--- config.mk ---
export PLATFORM = sky130hd
export DESIGN_NAME = cr_regulator_fsm
export DESIGN_NICKNAME = d
export VERILOG_FILES = /design/src/rtl/cr_ctrl_pkg.sv /design/src/rtl/cr_tick_gen.sv /design/src/rtl/cr_step_decode.sv /design/src/rtl/cr_state_reg.sv /design/src/rtl/cr_regulator_fsm.sv
export SDC_FILE = /design/constraint.sdc
export NUM_CORES = 1
export LEC_CHECK = 0
export BUFFER_PORTS_ARGS = -buffer_cell sky130_fd_sc_hd__buf_4
export CAP_MARGIN = 20
export CORE_ASPECT_RATIO = 1.4
export CORE_UTILIZATION = 48
export CTS_CLUSTER_SIZE = 14
export DETAILED_ROUTE_END_ITERATION = 10
export PLACE_DENSITY = 0.81
export SYNTH_ARGS = -nofsm -noshare
export SYNTH_HDL_FRONTEND = slang
export SYNTH_HIERARCHICAL = 1
export SYNTH_SLANG_ARGS = --single-unit
--- constraint.sdc ---
create_clock -name clk -period 2.2 [get_ports clk]
set_input_delay 0.22 -clock clk [delete_from_list [all_inputs] [get_ports clk]]
set_output_delay 0.22 -clock clk [all_outputs]
set_load 0.02 [all_outputs]
--- src/rtl/cr_ctrl_pkg.sv ---
// Shared configuration type and the position-to-configuration mapping.
// Assumes positions are grouped in fours: the group selects the stage
// interconnect and the place within the group selects the stage modes.
package cr_ctrl_pkg;

    localparam int DIV_FULL    = 0;
    localparam int DIV_HALF    = 1;
    localparam int DIV_QUARTER = 2;

    typedef struct packed {
        logic [1:0] div_sel;
        logic       series;
        logic       bridge;
        logic       st3_tri;
        logic       st2_tri;
    } cr_cfg_t;

    // Derive the configuration word of one position.
    function automatic cr_cfg_t cfg_of(input int unsigned idx);
        cr_cfg_t     c;
        int unsigned grp;
        int unsigned pos;
        grp       = idx / 4;
        pos       = idx % 4;
        c.st2_tri = 1'(pos % 2);
        c.st3_tri = 1'(pos / 2);
        c.series  = (grp == 1);
        c.bridge  = (grp == 2);
        if (grp >= 1 && pos == 3)
            c.div_sel = 2'(DIV_QUARTER);
        else if (pos == 3 || (grp >= 1 && pos == 2))
            c.div_sel = 2'(DIV_HALF);
        else
            c.div_sel = 2'(DIV_FULL);
        return c;
    endfunction

endpackage

--- src/rtl/cr_tick_gen.sv ---
// Decision strobe generator: one-cycle pulse every TICK_DIV clocks.
// Assumes TICK_DIV >= 2. Runs regardless of enable.
module cr_tick_gen #(
    parameter int TICK_DIV = 200
) (
    input  logic clk,
    input  logic rst_n,
    output logic tick
);
    localparam int CW = $clog2(TICK_DIV);

    logic [CW-1:0] cnt;

    // Strobe on the last count of each period.
    assign tick = (cnt == CW'(TICK_DIV - 1));

    // Period counter, restarts at reset and on each strobe.
    always_ff @(posedge clk) begin
        if (!rst_n)
            cnt <= '0;
        else if (tick)
            cnt <= '0;
        else
            cnt <= cnt + 1'b1;
    end


    tick_period_chk: assert property (@(posedge clk) disable iff (!rst_n)
        tick |=> !tick);
endmodule

--- src/rtl/cr_step_decode.sv ---
// Turns the two window-comparator bits into an up/down request.
// Assumes the bits are synchronous; the both-set code requests nothing.
module cr_step_decode (
    input  logic below,
    input  logic above,
    output logic step_up,
    output logic step_dn
);
    // Exactly one bit set gives a request; none or both give a hold.
    always_comb begin
        step_up = below & ~above;
        step_dn = above & ~below;
    end
endmodule

--- src/rtl/cr_state_reg.sv ---
// Position register with saturation, plus the registered configuration
// word. Assumes step_up and step_dn are never both set.
module cr_state_reg
    import cr_ctrl_pkg::*;
#(
    parameter int NUM_STATES = 12,
    localparam int SW = $clog2(NUM_STATES)
) (
    input  logic          clk,
    input  logic          rst_n,
    input  logic          evt,
    input  logic          step_up,
    input  logic          step_dn,
    output logic [SW-1:0] state,
    output cr_cfg_t       cfg
);
    localparam logic [SW-1:0] TOP = SW'(NUM_STATES - 1);

    logic [SW-1:0] nxt;

    // Next position: one step at a strobe, clamped at both ends.
    always_comb begin
        nxt = state;
        if (evt && step_up && state != TOP)
            nxt = state + 1'b1;
        else if (evt && step_dn && state != '0)
            nxt = state - 1'b1;
    end

    // Position and configuration word are updated on the same edge.
    always_ff @(posedge clk) begin
        if (!rst_n) begin
            state <= '0;
            cfg   <= cfg_of(0);
        end else begin
            state <= nxt;
            cfg   <= cfg_of(int'(nxt));
        end
    end


    reset_state_chk: assert property (@(posedge clk)
        !rst_n |=> (state == '0));

    single_step_chk: assert property (@(posedge clk) disable iff (!rst_n)
        (state == $past(state)) || (state == $past(state) + 1'b1) ||
        ($past(state) == state + 1'b1));

    no_tick_hold_chk: assert property (@(posedge clk) disable iff (!rst_n)
        !evt |=> $stable(state));

    in_range_chk: assert property (@(posedge clk) disable iff (!rst_n)
        state <= TOP);

    div_code_chk: assert property (@(posedge clk) disable iff (!rst_n)
        cfg.div_sel != 2'd3);
endmodule

--- src/rtl/cr_regulator_fsm.sv ---
// Top of the conversion-ratio regulator: strobe generator, comparator
// decode and position register. Assumes comparator bits are synchronous.
module cr_regulator_fsm
    import cr_ctrl_pkg::*;
#(
    parameter int TICK_DIV   = 200,
    parameter int NUM_STATES = 12,
    localparam int SW = $clog2(NUM_STATES)
) (
    input  logic          clk,
    input  logic          rst_n,
    input  logic          enable,
    input  logic          cmp_below,
    input  logic          cmp_above,
    output logic [SW-1:0] state_idx,
    output logic [1:0]    cfg_div_sel,
    output logic          cfg_series,
    output logic          cfg_bridge,
    output logic          cfg_st2_tri,
    output logic          cfg_st3_tri
);
    logic    tick;
    logic    up;
    logic    dn;
    logic    evt;
    cr_cfg_t cfg;

    cr_tick_gen #(.TICK_DIV(TICK_DIV)) u_tick (
        .clk(clk), .rst_n(rst_n), .tick(tick)
    );

    cr_step_decode u_dec (
        .below(cmp_below), .above(cmp_above), .step_up(up), .step_dn(dn)
    );

    // A decision happens only on a strobe while enabled.
    assign evt = tick & enable;

    cr_state_reg #(.NUM_STATES(NUM_STATES)) u_state (
        .clk(clk), .rst_n(rst_n), .evt(evt), .step_up(up), .step_dn(dn),
        .state(state_idx), .cfg(cfg)
    );

    // Unpack the registered configuration word onto the ports.
    always_comb begin
        cfg_div_sel = cfg.div_sel;
        cfg_series  = cfg.series;
        cfg_bridge  = cfg.bridge;
        cfg_st2_tri = cfg.st2_tri;
        cfg_st3_tri = cfg.st3_tri;
    end


    invalid_hold_chk: assert property (@(posedge clk) disable iff (!rst_n)
        (tick && cmp_below && cmp_above) |=> $stable(state_idx));

    disabled_hold_chk: assert property (@(posedge clk) disable iff (!rst_n)
        !enable |=> $stable(state_idx));
endmodule

* Word-level counts from Yosys, hierarchy flattened
Cells that the tools add are included.
** Word-level totals
- Register bits after elaboration :: 18
- Word-level logic and storage cells :: 38
** Cells by class
- Eq/ne operators :: 6
- $lt $le $gt $ge :: 1
- Add/subtract/negate cells :: 3
- Muxes and demuxes :: 4
- Bitwise operators :: 6
- Reductions and logical operators :: 10
** Operators by type and width (number)
- 8-bit by 1-bit adder with 8-bit output, second input constant :: 1
- 8-bit == test, second input constant :: 1
- 4-bit 2-to-1 mux :: 2
- 2-bit == test, second input constant :: 3
- 1-bit logical AND :: 6
- 4-bit by 1-bit adder with 4-bit output, second input constant :: 1
- 4-bit inequality test, second input constant :: 1
- 4-bit nonzero test :: 1
- 2-bit OR reduction :: 2
- 4-bit by 1-bit subtractor with 4-bit output, second input constant :: 1
- 1-bit bitwise AND :: 3
- 1-bit inverter :: 3
- 2-bit by 1-bit == test with 1-bit output, second input constant :: 1
- 2-bit by 1-bit greater-or-equal comparator with 1-bit output, second input constant :: 1
- 2-bit 2-to-1 mux :: 1
- 1-bit logical OR :: 1
- 1-bit 2-to-1 mux :: 1

* Depth between registers and ports, before layout
Gate-level depths: netlist (run 1).
- Depth after elaboration :: 11
- Gate-level depth with buffers :: 10
- Gate-level depth less buffers :: 9

* Modules after synthesis
Netlist (run 1), hierarchy kept.
** Modules (own cells, without submodules)
- cr_state_reg :: instances 1, area an instance 506.7 um2, cells an instance 57, sequential area each 160.2 um2
- cr_tick_gen :: instances 1, area an instance 362.8 um2, cells an instance 39, sequential area each 160.2 um2
- cr_step_decode :: instances 1, area an instance 15.0 um2, cells an instance 2, sequential area each 0.0 um2
- cr_regulator_fsm :: instances 1, area an instance 6.3 um2, cells an instance 1, sequential area each 0.0 um2

* Least setup slack after synthesis (run 1)
Ideal clock, no wire load.
- Kind :: register -> register
- Start point :: reg u_tick.cnt[0]
- End point :: reg, netlist name u_state/cfg[4]
- Slack :: -0.163 ns
- Data required time :: 2.128 ns
- Path buffers :: 0
- Arrival :: 2.292 ns
- Cell stages (with the launch flop) :: 10
- Library setup time :: 0.072 ns
- Cell sequence :: dfxtp_1 ha_1 nor4bb_1 and4_2 and2_1 nand2_1 a2111o_1 and3_4 o22ai_1 mux2i_1
** On the way
- Cells in the longest elaborated chain, start to end :: 10
** Ends and longest elaborated chain
- from (decl) :: RTL line cr_tick_gen.sv:12 : logic [CW-1:0] cnt;
- from (signal assigned) :: RTL line cr_tick_gen.sv:24 : cnt <= cnt + 1'b1;
- 8-bit == test (*) :: RTL line cr_tick_gen.sv:15 : assign tick = (cnt == CW'(TICK_DIV - 1));
- named net tick :: RTL line cr_regulator_fsm.sv:22 : logic tick;
- 1-bit bitwise AND (*) :: RTL line cr_regulator_fsm.sv:37 : assign evt = tick & enable;
- named net evt :: RTL line cr_regulator_fsm.sv:25 : logic evt;
- 1-bit logical AND (2 in a row) :: RTL line cr_state_reg.sv:26 : else if (evt && step_dn && state != '0)
- 4-bit 2-to-1 mux :: RTL line cr_state_reg.sv:26
- 4-bit 2-to-1 mux (*) :: RTL line cr_state_reg.sv:24 : if (evt && step_up && state != TOP)
- 2-bit by 1-bit greater-or-equal comparator with 1-bit output or 2-bit == test (tied branches) :: RTL line cr_ctrl_pkg.sv:29, cr_ctrl_pkg.sv:31
- 1-bit logical AND :: RTL line cr_ctrl_pkg.sv:31 : else if (pos == 3 || (grp >= 1 && pos == 2))
- 1-bit logical OR :: RTL line cr_ctrl_pkg.sv:31
- 1-bit 2-to-1 mux :: RTL line cr_ctrl_pkg.sv:31
Mark *: on every way through the listed nets, which the timed path passes. The rest lies on a longest branch.
A chain may end at the register's enable or synchronous reset.

* Worst setup path in the final report (run 1)
- Start point :: reg u_tick.cnt[1]
- End point :: reg, netlist name u_state/cfg[2]
** On the way
- Cells in the longest elaborated chain, start to end :: 7
** Ends and longest elaborated chain
- 8-bit == test (*) :: RTL line cr_tick_gen.sv:15
- named net tick :: RTL line cr_regulator_fsm.sv:22
- 1-bit bitwise AND (*) :: RTL line cr_regulator_fsm.sv:37
- named net evt :: RTL line cr_regulator_fsm.sv:25
- 1-bit logical AND (2 in a row) :: RTL line cr_state_reg.sv:26
- 4-bit 2-to-1 mux :: RTL line cr_state_reg.sv:26
- 4-bit 2-to-1 mux (*) :: RTL line cr_state_reg.sv:24
- 2-bit == test (*) :: RTL line cr_ctrl_pkg.sv:28 : c.bridge = (grp == 2);
Marks and branches as above.

==> results of run 1 <==
==> worst max-delay path: stages (launching register included) <==
cell and delay, ns:
dfxtp_4 0.36, ha_4 0.15, nor4bb_4 0.15, and4_4 0.19, and2_4 0.15, and2_4 0.15
a2111o_1 0.42, and3_4 0.22, nor3_2 0.17, o21a_1 0.15
==> per-layer routing <==
layer | up-vias | GRT usage | wire [um]
li1 | 396 | - | -
met1 | 392 | 0.185 | 747
met2 | 9 | 0.469 | 1250
met3 | 4 | 0.0462 | 44
met4 | 0 | 0.132 | 29
met5 | - | 0 | 0
==> flip-flops by register name, summed over array words and instances (netlist names) <==
register and flops:
u_tick/cnt 8, u_state/cfg 4, u_state/state 4
==> per-stage QoR <==
step / cell area [um^2] / util / power (mW)
finish: 1160 / 0.661 / 0.490
floorplan: 933 / - / 0.322
CTS: 1130 / 0.646 / 0.497
detailed placement: 1070 / 0.611 / 0.334
global route: 1160 / 0.661 / 0.515
global placement: 1070 / 0.611 / 0.332
==> power by group through the flow <==
stage | Combinational [mW] | Sequential, mW | Clock, mW
after floorplan | 0.0147 | 0.308 | 0
after global placement | 0.0238 | 0.308 | 0
after detailed placement | 0.0250 | 0.309 | 0
after CTS | 0.0320 | 0.300 | 0.165
after global routing | 0.0364 | 0.301 | 0.177
final | 0.0336 | 0.300 | 0.156
==> placed cells by master (no fill, tap or decap), types with 2 or more instances in the layout <==
master / instances
nor2b_1: 3
nor2_1: 7
dfxtp_1: 14
nand2_1: 3
inv_1: 8
and2_4: 2
clkbuf_4: 3
a2111o_1: 2
nand4_1: 2
nand3_1: 6
o21ai_0: 3
nor3_1: 2
or3_1: 5
dfxtp_4: 2
xor2_1: 2
xnor2_1: 2
and2_1: 2
a21oi_2: 3
buf_4: 21
ha_1: 3
a21oi_1: 2
==> logic make-up (layout without fill, tap and decap cells) <==
group,Yosys count,count (layout)
xor gates and xnor gates,4,4
DFF,16,16
AOI/OAI and AO/OA,18,18
and+or+nand+nor,45,45
muxes,1,1
buffers and inverters,11,33
adders and majority gates,4,4
==> timing repair <==
action,CTS,global route
endpoints found under the setup margin,3,4
buffers inserted,2,1
pin swaps,4,2
hold buffers,0,0
cloned,0,0
gates resized for setup,4,4
==> layout make-up <==
cell class              instances  area, um^2
fillers                       146         596
clock buffers                   4        26.3
repair buffers                 21         158
multi-input cells              72         594
inverters                       8        30.0
well taps                      20        25.0
flip-flops and latches         16         328
==> worst max-delay path by stage <==
stage | to | depth (start not counted) | from
2_1_floorplan | u_state/cfg[5] | 10 | u_tick/cnt[0]
3_5_place_dp | u_state/cfg[4] | 9 | u_tick/cnt[1]
5_1_grt | u_state/cfg[4] | 9 | u_tick/cnt[1]
3_3_place_gp | u_state/cfg[4] | 9 | u_tick/cnt[0]
6_report | u_state/cfg[2] | 9 | u_tick/cnt[1]
4_1_cts | u_state/cfg[2] | 10 | u_tick/cnt[1]
==> metrics.md, run 1 <==
| Metric | Value |
|---|---|
| Status | completed |
| CTS root buffer | clkbuf_4 |
| Remaining Overflow, GRT | 0 |
| Worst hold path type | in2reg |
| Hold Path Depth | 2 |
| Non-Filler Instances | roughly 140 |
| Die Area | 2030 um^2 |
| Row Count | 18 |
| Chip Height | around 53 um |
| DR vias | about 800 |
| Top_reg_cell synth | dfxtp_1 |
| Hold path start | rst_n |
| Yosys warning count | 6 |
| Die X | a little under 40 um |
| Yosys top cell by area | dfxtp_1 |
| Count leader, synth | dfxtp_1 |
| Worst setup SP type | flop |
| Critical Path RT | ~2.4 ns |
| RSZ-0062 raised after global routing | yes |
| Synth Area per Inst | 9.00 um^2 |
| Antenna Nets Post-Route | 0 |
| Post-synth top cells | 16 x dfxtp_1, 8 x inv_1, 7 x nor2_1 |
| Ports | 15 |
| Nets | around 130 |
| Flop pwr share | 0.613 |
| Final critical-path required period | 2.17 ns |
| Final hold vios | 0 |
| Psw | 107 uW |
| Critical Path AT | 2.40 ns |
| Crit Path Max Fanout | 6 |
| # diodes | 0 |
| Layout cells sized above 1 | 0.372 |
| GRT Overall Usage | 0.230 |
| Tcrit/Tclk final | 0.987 |
| Compound-gate portion of the synthesized area | 0.153 |
| Count of different cell masters after synthesis | 37 |
| VDD IR-drop max | around 390 uV |
| Worst-path clk slew | 0.09 ns |
| Placed cell count | approximately 130 |
| Post-Syn Area | between 800 and 900 um^2 |
| Fmax | ~460 MHz |
| Count of state elements after synthesis | 16 |
| Hold slack | around 0.19 ns |
| DR pass1 iterations | 4 |
| Worst r2r dst | u_state/cfg[2] |
| Post-synthesis net count | ~110 |
| Top-area cell type share of the netlist area | 0.360 |
| Top cells by area, synth | dfxtp_1 36%, ha_1 5.6%, or3_1 3.5% |
| H-tree depth | 1 |
| Setup Viol. Count Final | 0 |
| Starting Density | 0.507 |
| DP HPWL | ~1.5 mm |
| Routed vias/inst | about 5.7 |
| Global-route wire length before repair | roughly 3.2 mm |
| DRC viols | 0 |
| Reg-to-reg slack, setup | roughly 0.028 ns |
| Max-slew violations | 0 |
| Core Footprint | around 1800 um^2 |
| Clock power frac | 0.319 |
| Post-synth ARST share | 0 |
| Synth Instances | 99 |
| Mux cell area share after synthesis | 0.0112 |
| Slew headroom | 0.677 |
| # Max-Cap Violations | 0 |
| Port bufs | 14 |
| Area Overhead vs Synth | 30.3% |
| Post-synth EDFFs | 0 |
| Critical setup path kind | reg2reg |
| Setup Skew | approximately 0.0058 ns |
| Largest family of logic cells by synthesized area | simple AND/OR/NAND/NOR gates |
| Setup TNS | 0 ns |
| Sequential element share of the synthesized area | 0.360 |
| Hold Path End | u_state/state[1] |
| Pwr dens | approximately 420 nW/um^2 |
| Pre-CTS setup slack | -0.0199 ns |
| TritonCTS clock tree | yes |
| Worst r2r src | u_tick/cnt[1] |
| Adder-Cell Fraction of Synth Area | 0.0562 |
| Final wirelength | between 2 and 2.5 mm |
| Post-Synth Simple-Gate Area | 0.324 |
| Maximum buffer depth of the clock tree | 2 |
| Worst r2r path cells | 9 |
| Antenna violations before repair | 0 |
| Routed WL per cell | roughly 15 um |
| Pint | 383 uW |
| Synth Area in XOR/XNOR | 0.0393 |
| CP Capture Type | flop |
| Total CTS buffers | 3 |
| Worst-Margin Slew | between 0.4 and 0.5 ns |
| Pin count of the biggest net entering global routing | 10 |
| Switching share of power | 0.219 |
| Routability cong. | around 0.74 |
| Drt first-iter violations | 10 |
| Worst-skew pair later-pin latency | 0.28 ns |
| Vias in the first global route | between 800 and 900 |
| Comb pwr share | 0.069 |
| P_leak | 0.480 nW |
| Sink Count | 16 |
| Post-route setup slack | roughly 0.028 ns |
Note: power is estimated with default switching activity, not from simulation.
==> run 2: changes to the inputs <==
CTS_BUF_LIST = sky130_fd_sc_hd__clkbuf_16   (was unset)
CTS_CLUSTER_SIZE = 16   (was 14)
PLACE_DENSITY = 0.73   (was 0.81)
==> run 2 against run 1 <==
  * Combinational power down 7.1%
  * Clock power rose by 130%
  * Clock-buffer cell count fell by 1
  * Hold slack gained 0.047 ns
  * Critical path type unchanged
==> metrics.md, run 2 (synthesis results as in run 1) <==
| Metric | Value |
|---|---|
| Status | completed |
| Sink Count | 16 (unchanged) |
| Global-route wire length before repair | 3.07 mm (-5.1%) |
| Pwr dens | 579 nW/um^2 (+37%) |
| Setup TNS | 0 ns (unchanged) |
| Starting Density | 0.507 (unchanged) |
| Fmax | 461 MHz (+0.11%) |
| Utilization after layout | 0.674 (+0.0128) |
| Nets | 129 (-1.5%) |
| P_leak | 0.497 nW (+3.5%) |
| Core Footprint | 1760 um^2 (unchanged) |
| CTS Hold Bufs | 0 (unchanged) |
| Slew headroom | 0.752 (+0.0743) |
| Critical path origin | u_tick/cnt[1] |
| Critical Path RT | 2.34 ns (-0.09 ns) |
| Final critical-path required period | 2.17 ns (-0.00248 ns) |
| Total CTS buffers | 3 (unchanged) |
| Commonest non-fill, non-tap cells in the layout | 19 x buf_4, 14 x dfxtp_1, 9 x inv_1 |
| Met2 Usage GRT | 0.418 (-0.0508) |
| DP HPWL | 1.46 mm (-4.5%) |
| Drt first-iter violations | 11 (+1) |
| GR Layer Usage met3 | 0.0504 (+0.00420) |
| Area Overhead vs Synth | 32.9% |
| Final wirelength | 1.96 mm (-5.7%) |
| Ports | 15 (unchanged) |
| Worst setup SP type | flop |
| Total power | 685 uW (+40%) |
| DR vias | 800 (-0.12%) |
| Max FFs per register | 8 (unchanged) |
| Die Area | 2030 um^2 (unchanged) |
| Pin count of the biggest net entering global routing | 10 (unchanged) |
| Port bufs | 14 (unchanged) |
| Remaining Overflow, GRT | 0 (unchanged) |
| Critical Path AT | 2.31 ns (-0.09 ns) |
| VDD IR-drop max | 434 uV (+12%) |
| RSZ-0062 raised after global routing | yes |
| Reg-to-reg slack, setup | 0.03 ns (about the same) |
| Antenna Nets Post-Route | 0 (unchanged) |
| Max-slew violations | 0 (unchanged) |
| Worst r2r dst | u_state/cfg[2] |
| Met1 Usage GRT | 0.199 (+0.0141) |
| Worst-skew pair later-pin latency | 0.25 ns (-0.03 ns) |
| Setup Skew | 0.00407 ns (-0.00175 ns) |
| Most common cell after layout, fill and taps aside | buf_4 |
| Worst r2r path cells | 10 (+1) |
| # Max-Cap Violations | 0 (unchanged) |
| Worst hold path type | in2reg |
| Worst-Margin Slew | 0.372 ns (-0.111 ns) |
| Maximum buffer depth of the clock tree | 2 (unchanged) |
| TritonCTS clock tree | yes |
| Chip Height | 53.0 um (unchanged) |
| Vias in the first global route | 746 (-8.1%) |
| Routed vias/inst | 5.76 (+1.3%) |
| Hold Path End | u_state/state[0] |
| Row Count | 18 (unchanged) |
| Critical setup path kind | reg2reg |
| DR pass1 iterations | 4 (unchanged) |
| Worst r2r src | u_tick/cnt[1] |
| Final hold vios | 0 (unchanged) |
| GRT Overall Usage | 0.219 (-0.0116) |
| Register with the most flip-flops | u_tick/cnt |
| Setup Viol. Count Final | 0 (unchanged) |
| CP Capture Type | flop |
| Antenna violations before repair | 0 (unchanged) |
| Layout cells sized above 1 | 0.345 (-0.0274) |
| Hold path start | rst_n |
| Tcrit/Tclk final | 0.986 (-0.00113) |
| Hold Path Depth | 2 (unchanged) |
| # diodes | 0 (unchanged) |
| DRC viols | 0 (unchanged) |
| Biggest regs | u_tick/cnt x8, u_state/cfg x4, u_state/state x4 |
| Routability cong. | 0.745 (+0.58%) |
| H-tree depth | 1 (unchanged) |
| Die X | 38.4 um (unchanged) |
| Most used routing layer | met2 |
| Routed WL per cell | 14.1 um (-4.3%) |
| CTS root buffer | clkbuf_16 |
| Crit Path Max Fanout | 6 (unchanged) |
| Worst-path clk slew | 0.05 ns (-0.04 ns) |
-- run 2: critical path, stage by stage, from the launching register on --
cell and delay (ns):
dfxtp_4 0.35, ha_4 0.16, nor4bb_4 0.15, and4_4 0.16, and2_4 0.14, and2_4 0.15
a2111o_1 0.44, a21oi_2 0.22, buf_4 0.16, nor3_2 0.04, o21a_1 0.09
-- run 2: timing repair --
item,in CTS,in global routing
resized for setup,3,2
setup buffers,0,2
pin swaps,3,2
endpoints found under the setup margin,3,4
-- run 2: how the worst max path moves through the flow --
stage / to / slack, ns / cells past startpoint
floorplan: u_state/cfg[5] / -0.004 / 10
global placement: u_state/cfg[4] / 0.001 / 9
detailed placement: u_state/cfg[4] / -0.07 / 9
CTS: u_state/cfg[5] / 0.005 / 9
global route: u_state/cfg[4] / -0.07 / 9
finish: u_state/cfg[2] / 0.03 / 10
-- run 2: layout make-up --
type / count / area [um^2]
multi-input cells: 72 / 579
fillers: 147 / 573
flip-flops and latches: 16 / 328
repair buffers: 19 / 143
clock buffers: 3 / 75.1
inverters: 8 / 30.0
well taps: 20 / 25.0
clock inverters: 1 / 3.75
-- run 2: report_power, final --
group	internal, mW	switching [mW]
clock	0.241	0.111
sequential	0.295	0.00690
combinational	0.0172	0.0140
-- run 2: routing by layer --
layer,part of all wire,wire length (um)
met1,0.40,775
met2,0.55,1080
met3,0.034,66
met4,0.017,34
met5,0,0
-- run 2: stage by stage --
step | setup WS (ns) | std cells | instance area (um^2) | hold WS [ns]
finish | 0.0303 | 139 | 1180 | 0.238
global route | -0.0675 | 139 | 1180 | 0.244
CTS | 0.00487 | 137 | 1160 | 0.237
detailed placement | -0.0652 | 133 | 1070 | 0.453
global placement | 0.00122 | 133 | 1070 | 0.440
floorplan | -0.00433 | 99 | 933 | 0.342
